`config.mk`:
```
export PLATFORM = sky130hd
export DESIGN_NAME = isa_prom_front
export DESIGN_NICKNAME = d
export VERILOG_FILES = /design/src/rtl/isa_prom_front.sv
export SDC_FILE = /design/constraint.sdc
export NUM_CORES = 1
export LEC_CHECK = 0
export BUFFER_PORTS_ARGS = -buffer_cell sky130_fd_sc_hd__buf_2
export CAP_MARGIN = 20
export CORE_MARGIN = 1
export CORE_UTILIZATION = 50
export CTS_BUF_LIST = sky130_fd_sc_hd__clkbuf_8
export DETAILED_ROUTE_END_ITERATION = 16
export HOLD_SLACK_MARGIN = 0.12
export MAX_ROUTING_LAYER = met4
export PLACE_DENSITY = 0.91
export SYNTH_ARGS = -nofsm -noshare
export SYNTH_HDL_FRONTEND = slang
export SYNTH_SLANG_ARGS = --single-unit
export TNS_END_PERCENT = 5
```
`constraint.sdc`:
```
create_clock -name clk -period 4.18 [get_ports clk]
set_clock_uncertainty 0.2 [all_clocks]
set_input_delay 0 -clock clk [delete_from_list [all_inputs] [get_ports clk]]
set_output_delay 0 -clock clk [all_outputs]
set_load 0.005 [all_outputs]
```
`src/rtl/isa_prom_front.sv`:
```
module isa_prom_front #(
  parameter int AW = 10,
  parameter logic [AW-1:0] IO_BASE = 10'h300
) (
  input  logic          clk,
  input  logic          rst_n,
  input  logic [AW-1:0] sa,
  input  logic          ior_n,
  input  logic          iow_n,
  input  logic          memr_n,
  input  logic          bhe_n,
  input  logic          boot_hit_n,
  input  logic [15:0]   sd_in,
  input  logic [7:0]    prom_d,
  input  logic [15:0]   reg_rdata,
  output logic          aprom_cs_n,
  output logic          bprom_cs_n,
  output logic          io16_n,
  output logic [15:0]   sd_out,
  output logic          sd_oe,
  output logic          wide_mode,
  output logic [15:0]   wr_data,
  output logic [1:0]    wr_be,
  output logic [3:0]    wr_addr,
  output logic          wr_strobe
);
  localparam int WIN_LSB = 5;

  logic win_hit, io_rd, boot_rd, reg_wr, wide_xfer;
  logic bhe_q, wr_pend;
  logic [15:0] rd_word;

  assign win_hit    = sa[AW-1:WIN_LSB] == IO_BASE[AW-1:WIN_LSB];
  assign io_rd      = !ior_n && win_hit;
  assign boot_rd    = !memr_n && !boot_hit_n;
  assign reg_wr     = !iow_n && win_hit && sa[4];
  assign wide_xfer  = wide_mode && !bhe_n && !sa[0];

  assign aprom_cs_n = !(io_rd && !sa[4]);
  assign bprom_cs_n = !boot_rd;
  assign io16_n     = !(win_hit && sa[4] && wide_mode && !boot_rd);

  always_comb begin
    if (io_rd && sa[4])
      rd_word = wide_xfer ? reg_rdata
                          : {8'h00, (sa[0] ? reg_rdata[15:8] : reg_rdata[7:0])};
    else
      rd_word = {8'h00, prom_d};
  end

  always_ff @(posedge clk or negedge rst_n) begin
    if (!rst_n) begin
      bhe_q     <= 1'b1;
      wide_mode <= 1'b0;
      sd_oe     <= 1'b0;
      sd_out    <= '0;
      wr_pend   <= 1'b0;
      wr_strobe <= 1'b0;
      wr_data   <= '0;
      wr_be     <= '0;
      wr_addr   <= '0;
    end else begin
      bhe_q <= bhe_n;
      if (bhe_q && !bhe_n) wide_mode <= 1'b1;
      sd_oe  <= io_rd || boot_rd;
      sd_out <= (io_rd || boot_rd) ? rd_word : '0;
      wr_pend   <= reg_wr;
      wr_strobe <= wr_pend && !reg_wr;
      if (reg_wr) begin
        wr_addr <= sa[3:0];
        if (wide_xfer) begin
          wr_data <= sd_in;
          wr_be   <= 2'b11;
        end else begin
          wr_data <= {sd_in[7:0], sd_in[7:0]};
          wr_be   <= sa[0] ? 2'b10 : 2'b01;
        end
      end
    end
  end

  assert_wide_sticky_R1: assert property (@(posedge clk) disable iff (!rst_n)
    wide_mode |=> wide_mode);
  assert_narrow_no_io16_R5: assert property (@(posedge clk) disable iff (!rst_n)
    !wide_mode |-> io16_n);
  assert_aprom_needs_ior_R3: assert property (@(posedge clk) disable iff (!rst_n)
    !aprom_cs_n |-> (!ior_n && io16_n));
  assert_bprom_cycle_R6: assert property (@(posedge clk) disable iff (!rst_n)
    !bprom_cs_n |-> (!memr_n && !boot_hit_n && io16_n));
  assert_bus_release_R7: assert property (@(posedge clk) disable iff (!rst_n)
    (ior_n && memr_n) |=> !sd_oe);
  assert_strobe_single_R9: assert property (@(posedge clk) disable iff (!rst_n)
    wr_strobe |=> !wr_strobe);
endmodule

```
# ---- After elaboration in Yosys (flattened, before gate mapping)
# Index checks and enable logic that the tools add are counted.
dict set report word_totals {
  regBits 43
  inputBits 57
  out_inout_bits 44
  elab_cells 42
}
dict set report op_classes {
  eq_ne 1
  mux 7
  n_reduce_logical 25
}
# operator count
set op_table {}
lappend op_table {{two-way mux 16 bit} 4}
lappend op_table {{logical AND 1 bit} 13}
lappend op_table {{logical NOT 1 bit} 11}
lappend op_table {{two-way mux 8 bit} 1}
lappend op_table {{== test 5 bit, second input constant} 1}
lappend op_table {{two-way mux 2 bit} 2}
lappend op_table {{logical OR 1 bit} 1}

# ---- Depth between registers and ports, before layout
# Gate-level depths: netlist (run 1).
dict set report depth {
  depth_word 6
  mapped_depth 6
  depth_no_buf 3
}

# ---- Worst setup path before layout (run 1)
# Ideal clock, no wire load.
dict set report synth_path {
  kind {in2reg}
  from {input sa[6]}
  to {register wr_data[0]}
  setup_time_ns 0.125
  arrival_time_ns 1.566
  t_required_ns 3.855
  path_slack_ns 2.289
  path_stages 6
  path_buffers 3
  path_cell_list {or4b_1 buf_2 or3_1 buf_6 buf_12 mux2_4}
}
dict set report synth_via {
  elab_chain_len 3
}
# element line
set synth_lines {}
lappend synth_lines {{start, declared} 7} ;# input logic [AW-1:0] sa,
lappend synth_lines {{== test 5 bit} 33} ;# assign win_hit = sa[AW-1:WIN_LSB] == IO_BASE[AW-1:WIN_LSB];
lappend synth_lines {{logical AND 1 bit (2 in series)} 36} ;# assign reg_wr = !iow_n && win_hit && sa[4];
lappend synth_lines {{end signal, assigned} 72} ;# wr_data <= sd_in;
lappend synth_lines {{end signal, assigned} 75} ;# wr_data <= {sd_in[7:0], sd_in[7:0]};
lappend synth_lines {{end, declared} 22} ;# output logic [15:0] wr_data,
# Every way passes these cells.
# A chain may end at the register's enable or synchronous reset.

# ---- Worst setup path after layout (run 1)
dict set report layout_path {
  from {input sa[7]}
  to {register sd_oe}
}
dict set report layout_via {
  elab_chain_len 3
}
# element line
set layout_lines {}
lappend layout_lines {{== test 5 bit} 33}
lappend layout_lines {{logical AND 1 bit} 34} ;# assign io_rd = !ior_n && win_hit;
lappend layout_lines {{logical OR 1 bit} 65} ;# sd_oe <= io_rd || boot_rd;
lappend layout_lines {{end signal, assigned} 65}
lappend layout_lines {{end, declared} 20} ;# output logic sd_oe,
# Every way passes these cells.

==> metrics.md, run 1 <==
| Metric | Value |
|---|---|
| Main synth FF type | `dfrtp_1` |
| Max transition margin | `a little under two fifths` |
| Clock slew at reported path FFs | `approximately 80 ps` |
| Routed wire per std cell | `around 17 µm` |
| Initial antenna violation count | `0` |
| Die Area | `4230 µm²` |
| Starting DRT DRC Count | `around 130` |
| Capturing point of the worst reg2reg path | `sd_out[14]` |
| Leading cell type in the layout, fill and taps excluded | `buf_2` |
| Post-synth cell types | `29` |
| Most frequent cells in the layout | `100 x buf_2, 61 x dlygate4sd3_1, 42 x dfrtp_1` |
| HPWL after DPL | `~3.2 mm` |
| Reg power frac | `just under 50%` |
| #FFs+latches synth | `43` |
| Worst Slack Setup Final | `885 ps` |
| First-pass GRT wire length | `roughly 9.6 mm` |
| Syn Nets | `200` |
| Final hold vios | `0` |
| Post-route cell area | `between 3000 and 4000 µm²` |
| Worst endpoint required time | `between 4000 and 5000 ps` |
| Clock share of power | `29.6%` |
| Design Power | `between 0.9 and 1 mW` |
| CP cell instances | `dlygate4sd3_1 > buf_2 > nor4b_2 > dlygate4sd3_1 > nand2_1 > dlygate4sd3_1 > nand2_1 > dlygate4sd3_1` |
| R2r setup slk | `~1400 ps` |
| Vias in the first global route | `~2,000` |
| Sequential element share of the synthesized area | `a little over half` |
| Final WL | `~6 mm` |
| Synth async-reset ratio | `between 90% and 100%` |
| Die Wd | `between 60 and 70 µm` |
| Port bufs | `100` |
| IO Count | `101` |
| Nets | `362` |
| Worst Tran Pin Value | `a little over 900 ps` |
| Lkg Pwr | `1.78 nW` |
| Chip Height | `between 60 and 70 µm` |
| Std-Cell Rows | `22` |
| Syn. warnings | `0` |
| WP data arrival | `approximately 3300 ps` |
| Status | `finished clean` |
| Fmax | `approximately 0.3 GHz` |
| Placed inst area | `2490 µm²` |
| Final GP Congestion | `around 0.77` |
| Maxcap violations | `0` |
| Comb power frac | `a little over a fifth` |
| Largest net degree at the start of global routing | `44` |
| Crit share post-route | `between 70% and 80%` |
| # Post-CTS Setup Buffers | `0` |
| Antenna Cells | `0` |
| Slowest-stage cell, CP | `nor4b_2` |
| DRC viols | `0` |
| Hold_buf cts | `61` |
| Initial DRT Pass Iterations | `4` |
| Ratio of cells with drive above 1 in the final layout | `49.0%` |
| P_sw | `approximately 0.22 mW` |
| Post-Place Worst Slack | `~1800 ps` |
| GRT Total Usage | `about 33%` |
| Post_cts resized | `0` |
| P_int | `roughly 0.72 mW` |
| Clk sinks | `between 40 and 50` |
| Worst skew pair latency | `~290 ps` |
| Crit. End Element | `flip-flop` |
| Area Overhead vs Synth | `61.2%` |
| DR vias/cell | `between 5 and 6` |
| RSZ-0062 raised after global routing | `false` |
| Number of flops mapped to enable cells by yosys | `0` |
| CTS tree | `done` |
| Vias | `between 1,500 and 2,000` |
| CP Class | `input port to flip-flop` |
| Gate Count Post-Synth | `around 140` |
| Setup TNS | `0 ps` |
| Sw Ratio | `23.6%` |
| Hold crit path type | `input port to asynchronous set/reset pin` |
| Reg-to-reg startpoint | `wide_mode` |
| CP Max Fanout | `10` |
| Hold slack final | `~180 ps` |
| Mean Syn Cell Area | `between 10 and 15 µm²` |
| Starting density of the core | `about 53%` |
| Most used cell, CP | `dlygate4sd3_1` |
| Post-route ant nets | `0` |
| Mapped Area | `around 2000 µm²` |
| Num CTS Buffers | `5` |
| Largest stage delay on the critical path | `about 740 ps` |
| Slew Limit Fails | `0` |
| Worst VDD drop | `198 µV` |
| Tmin final | `roughly 3300 ps` |
| Final setup fails | `0` |
| Bufs on Longest Clock Path | `2` |
| Crit path launch type | `input port` |
| Remaining global-route overflow | `0` |
| Cell Pwr Density | `294 nW/µm²` |
| FF-to-FF path depth | `5` |
| Core Region | `between 3000 and 4000 µm²` |
| CTS H-Tree Depth | `2` |
| Root Buffer | `clkbuf_8` |
## worst max-delay path by stage
stage | start | end | slack (ps) | cells after the start
3_3_place_gp | wide_mode | sd_out[8] | 1870 | 3
3_5_place_dp | wide_mode | sd_out[9] | 1780 | 3
2_1_floorplan | sa[6] | wr_data[0] | 2290 | 6
5_1_grt | sa[7] | sd_oe | 780 | 8
6_report | sa[7] | sd_oe | 890 | 8
4_1_cts | sa[7] | sd_oe | 1000 | 8
## synth_stat cells, drive strengths merged (2+ instances only)
cell / instances / area [µm²]
nor3b: 2 / 25.0
dfrtp: 42 / 1050
nand2: 3 / 11.3
mux2: 36 / 465
buf: 4 / 51.3
and2: 9 / 56.3
inv: 12 / 45.0
nor4b: 2 / 23.8
clkbuf: 4 / 15.0
a221o: 8 / 80.1
a211oi: 8 / 60.1
## worst max-delay path: cells and delay by family
family,cells,cell delay (ps)
AND/OR/NAND/NOR,3,860
buffers and inverters,5,2470
## layout make-up
type | instances | area [µm²]
inverter | 12 | 45.0
clock inverter | 1 | 3.75
clock buffer | 7 | 96.3
timing repair buffer | 163 | 1120
fill | 185 | 537
multi-input combinational | 80 | 801
tap | 48 | 60.1
sequential | 43 | 1080
## kinds of logic (layout without fill, tap and decap cells)
group           Yosys count  in the layout  share of synthesized area (%)
flops                    43             43                           54.2
mux                      37             37                           23.9
simple gates             23             23                           8.05
compound gates           20             20                           8.30
buf+inv                  20            183                           5.60
## flip-flops by register name, indices dropped and copies added, names as in the netlist
name	flops
wide_mode	1
wr_strobe	1
wr_addr	4
sd_out	16
wr_pend	1
wr_be	2
sd_oe	1
bhe_q	1
wr_data	16
## metrics by stage
stage | utilization [%] | instances
after floorplan | - | 143
after global placement | 66.5 | 284
after detailed placement | 66.5 | 284
after CTS | 85.5 | 353
after global routing | 85.7 | 354
final | 85.7 | 354
## power by group through the flow
stage	Combinational, mW	Clock (mW)	Sequential [mW]
after floorplan	0.0670	0	0.476
after global placement	0.149	0	0.470
after detailed placement	0.151	0	0.472
after CTS	0.190	0.287	0.464
after global routing	0.212	0.306	0.469
final	0.197	0.279	0.467
## metal layers
metal | global-route usage, % | vias up | share of wire (%)
met2 | 54.0 | 110 | 48
met4 | 14.7 | 0 | 3.1
met3 | 9.68 | 19 | 10
met5 | - | - | 0
li1 | - | 832 | -
met1 | 36.7 | 886 | 39
Power figures use the tool's default switching activity.
==> run 2: changes to the inputs <==
Settings changed: CORE_UTILIZATION 50 to 47, PLACE_DENSITY 0.91 to 0.86.
Clock period 4.18 ns to 3.4 ns, I/O delays scaled along.
==> metrics.md, run 2 (same netlist as run 1, synthesis figures left out) <==
| Metric | Value |
|---|---|
| Multi-input logic area | `810 µm² (+1.1%)` |
| Remaining global-route overflow | `0 (unchanged)` |
| Core Region | `4030 µm² (+7.6%)` |
| Final GP Congestion | `0.760 (-0.78%)` |
| Finished Core Util | `80.5% (-5.2 points)` |
| Worst Tran Pin Value | `1070 ps (+136 ps)` |
| Starting DRT DRC Count | `107 (-16%)` |
| Final hold vios | `0 (unchanged)` |
| Worst skew pair latency | `280 ps (about the same)` |
| HPWL after DPL | `3.18 mm (-0.18%)` |
| Top Registers | `sd_out x16, wr_data x16, wr_addr x4` |
| Hold crit path type | `input port to flip-flop` |
| Status | `finished clean` |
| Leading cell type in the layout, fill and taps excluded | `buf_2` |
| IO Count | `101 (unchanged)` |
| CP Class | `input port to flip-flop` |
| Die Area | `4500 µm² (+6.2%)` |
| Initial DRT Pass Iterations | `4 (unchanged)` |
| Largest net degree at the start of global routing | `44 (unchanged)` |
| First-pass GRT wire length | `9.16 mm (-4.4%)` |
| Vias in the first global route | `1,954 (-2.9%)` |
| Final setup fails | `0 (unchanged)` |
| Max transition margin | `27.9% (-10 points)` |
| Placed inst area | `2490 µm² (+0.10%)` |
| Std-Cell Rows | `23 (+4.5%)` |
| Slew Limit Fails | `0 (unchanged)` |
| Crit path launch type | `input port` |
| Register area | `1080 µm² (unchanged)` |
| Fmax | `approximately 0.32 GHz` |
| Cell Pwr Density | `356 nW/µm² (+21%)` |
| Ratio of cells with drive above 1 in the final layout | `49.0% (unchanged)` |
| Port bufs | `100 (unchanged)` |
| Vias | `1,852 (+0.27%)` |
| Post-route ant nets | `0 (unchanged)` |
| Die Wd | `67.1 µm (+3.1%)` |
| Bufs on Longest Clock Path | `2 (unchanged)` |
| # fillers | `232 (+25%)` |
| CTS H-Tree Depth | `2 (unchanged)` |
| RSZ-0062 raised after global routing | `false` |
| Clk sinks | `43 (unchanged)` |
| Final WL | `6.27 mm (+3.4%)` |
| Chip Height | `67.1 µm (+3.1%)` |
| Initial antenna violation count | `0 (unchanged)` |
| Post-route cell area | `3240 µm² (+1.1%)` |
| Design Power | `1.16 mW (+23%)` |
| Tmin final | `around 3200 ps` |
| Root Buffer | `clkbuf_8` |
| Global Route met1 Usage | `28.1% (-8.6 points)` |
| Worst VDD drop | `168 µV (-15%)` |
| Maxcap violations | `0 (unchanged)` |
| WP data arrival | `3190 ps (-140 ps)` |
| DRC viols | `0 (unchanged)` |
| DR vias/cell | `5.19 (-0.57%)` |
| GRT Total Usage | `29.3% (-3.4 points)` |
| Num CTS Buffers | `5 (unchanged)` |
| Starting density of the core | `49.4% (-3.8 points)` |
| Worst endpoint required time | `3420 ps (-790 ps)` |
| Met3 usage | `8.73% (-0.95 points)` |
| Most frequent cells in the layout | `100 x buf_2, 61 x dlygate4sd3_1, 42 x dfrtp_1` |
| Area Overhead vs Synth | `63.0%` |
| Lkg Pwr | `1.80 nW (+0.88%)` |
| CP Max Fanout | `10 (unchanged)` |
| Met2 usage | `53.0% (-1.0 points)` |
| CTS tree | `done` |
| Grt peak-use layer | `met2` |
| Crit share post-route | `around 93%` |
| Crit. End Element | `flip-flop` |
| Nets | `362 (unchanged)` |
| Clock slew at reported path FFs | `80 ps (about the same)` |
| Setup TNS | `0 ps (unchanged)` |
| Routed wire per std cell | `17.6 µm (+2.6%)` |
-- run 2: changes by cell type in the layout (fill, tap and decap cells not counted) --
cell / change
nor4b_2: -1
nor4b_4: +1
diode_2: +1
buf_16: +1
clkbuf_2: -1
-- run 2: metrics by stage --
step	worst slack [ps]	instances	hold WS, ps
6_report	234	357	187
5_1_grt	173	356	202
4_1_cts	233	355	154
3_5_place_dp	952	286	-63.5
3_3_place_gp	1010	286	-65.4
2_1_floorplan	1510	143	-496
-- run 2: routing by layer --
layer	vias up	share of wire, %	wire (µm)
met4	0	4.3	267
met3	30	9.3	584
met1	875	36	2260
li1	832	-	-
met2	115	50	3160
met5	-	0	0
-- run 2: area by class of cell --
class / count / area share (%)
Timing Repair Buffer: 163 / 35.3
Sequential cell: 43 / 33.2
Multi-Input combinational cell: 80 / 25.0
Clock buffer: 7 / 2.97
Tap cell: 50 / 1.93
Inverter: 12 / 1.39
Clock inverter: 1 / 0.116
Antenna cell: 1 / 0.0772
-- run 2: report_power, final --
part	switching [mW]	internal, mW
clock	0.155	0.182
sequential	0.0204	0.552
combinational	0.0930	0.152
total	0.268	0.887
-- run 2: critical path: stages --
cell,delay (ps)
dlygate4sd3_1,540
buf_2,150
nor4b_4,510
dlygate4sd3_1,680
nand2_1,80
dlygate4sd3_1,600
nand2_1,80
dlygate4sd3_1,540
-- run 2: final timing paths --
| path | startpoint | end | slack [ps] | cells past startpoint |
|---|---|---|---|---|
| max reg2reg | wide_mode | sd_out[9] | 570 | 5 |
| max in group asynchronous | rst_n | wr_data[12] | 2240 | 2 |
| min | bhe_n | bhe_q | 190 | 2 |
| max | sa[7] | sd_oe | 230 | 8 |
| min in group asynchronous | rst_n | wr_data[1] | 200 | 2 |
| min reg2reg | wr_pend | wr_strobe | 250 | 1 |
-- run 2: repair_timing --
action,4_1_cts,5_1_grt
endpoints found under the setup margin,0,1
setup buffers,0,0
hold buffers,61,0
gates resized for setup,0,1
endpoints found under the hold margin,83,0
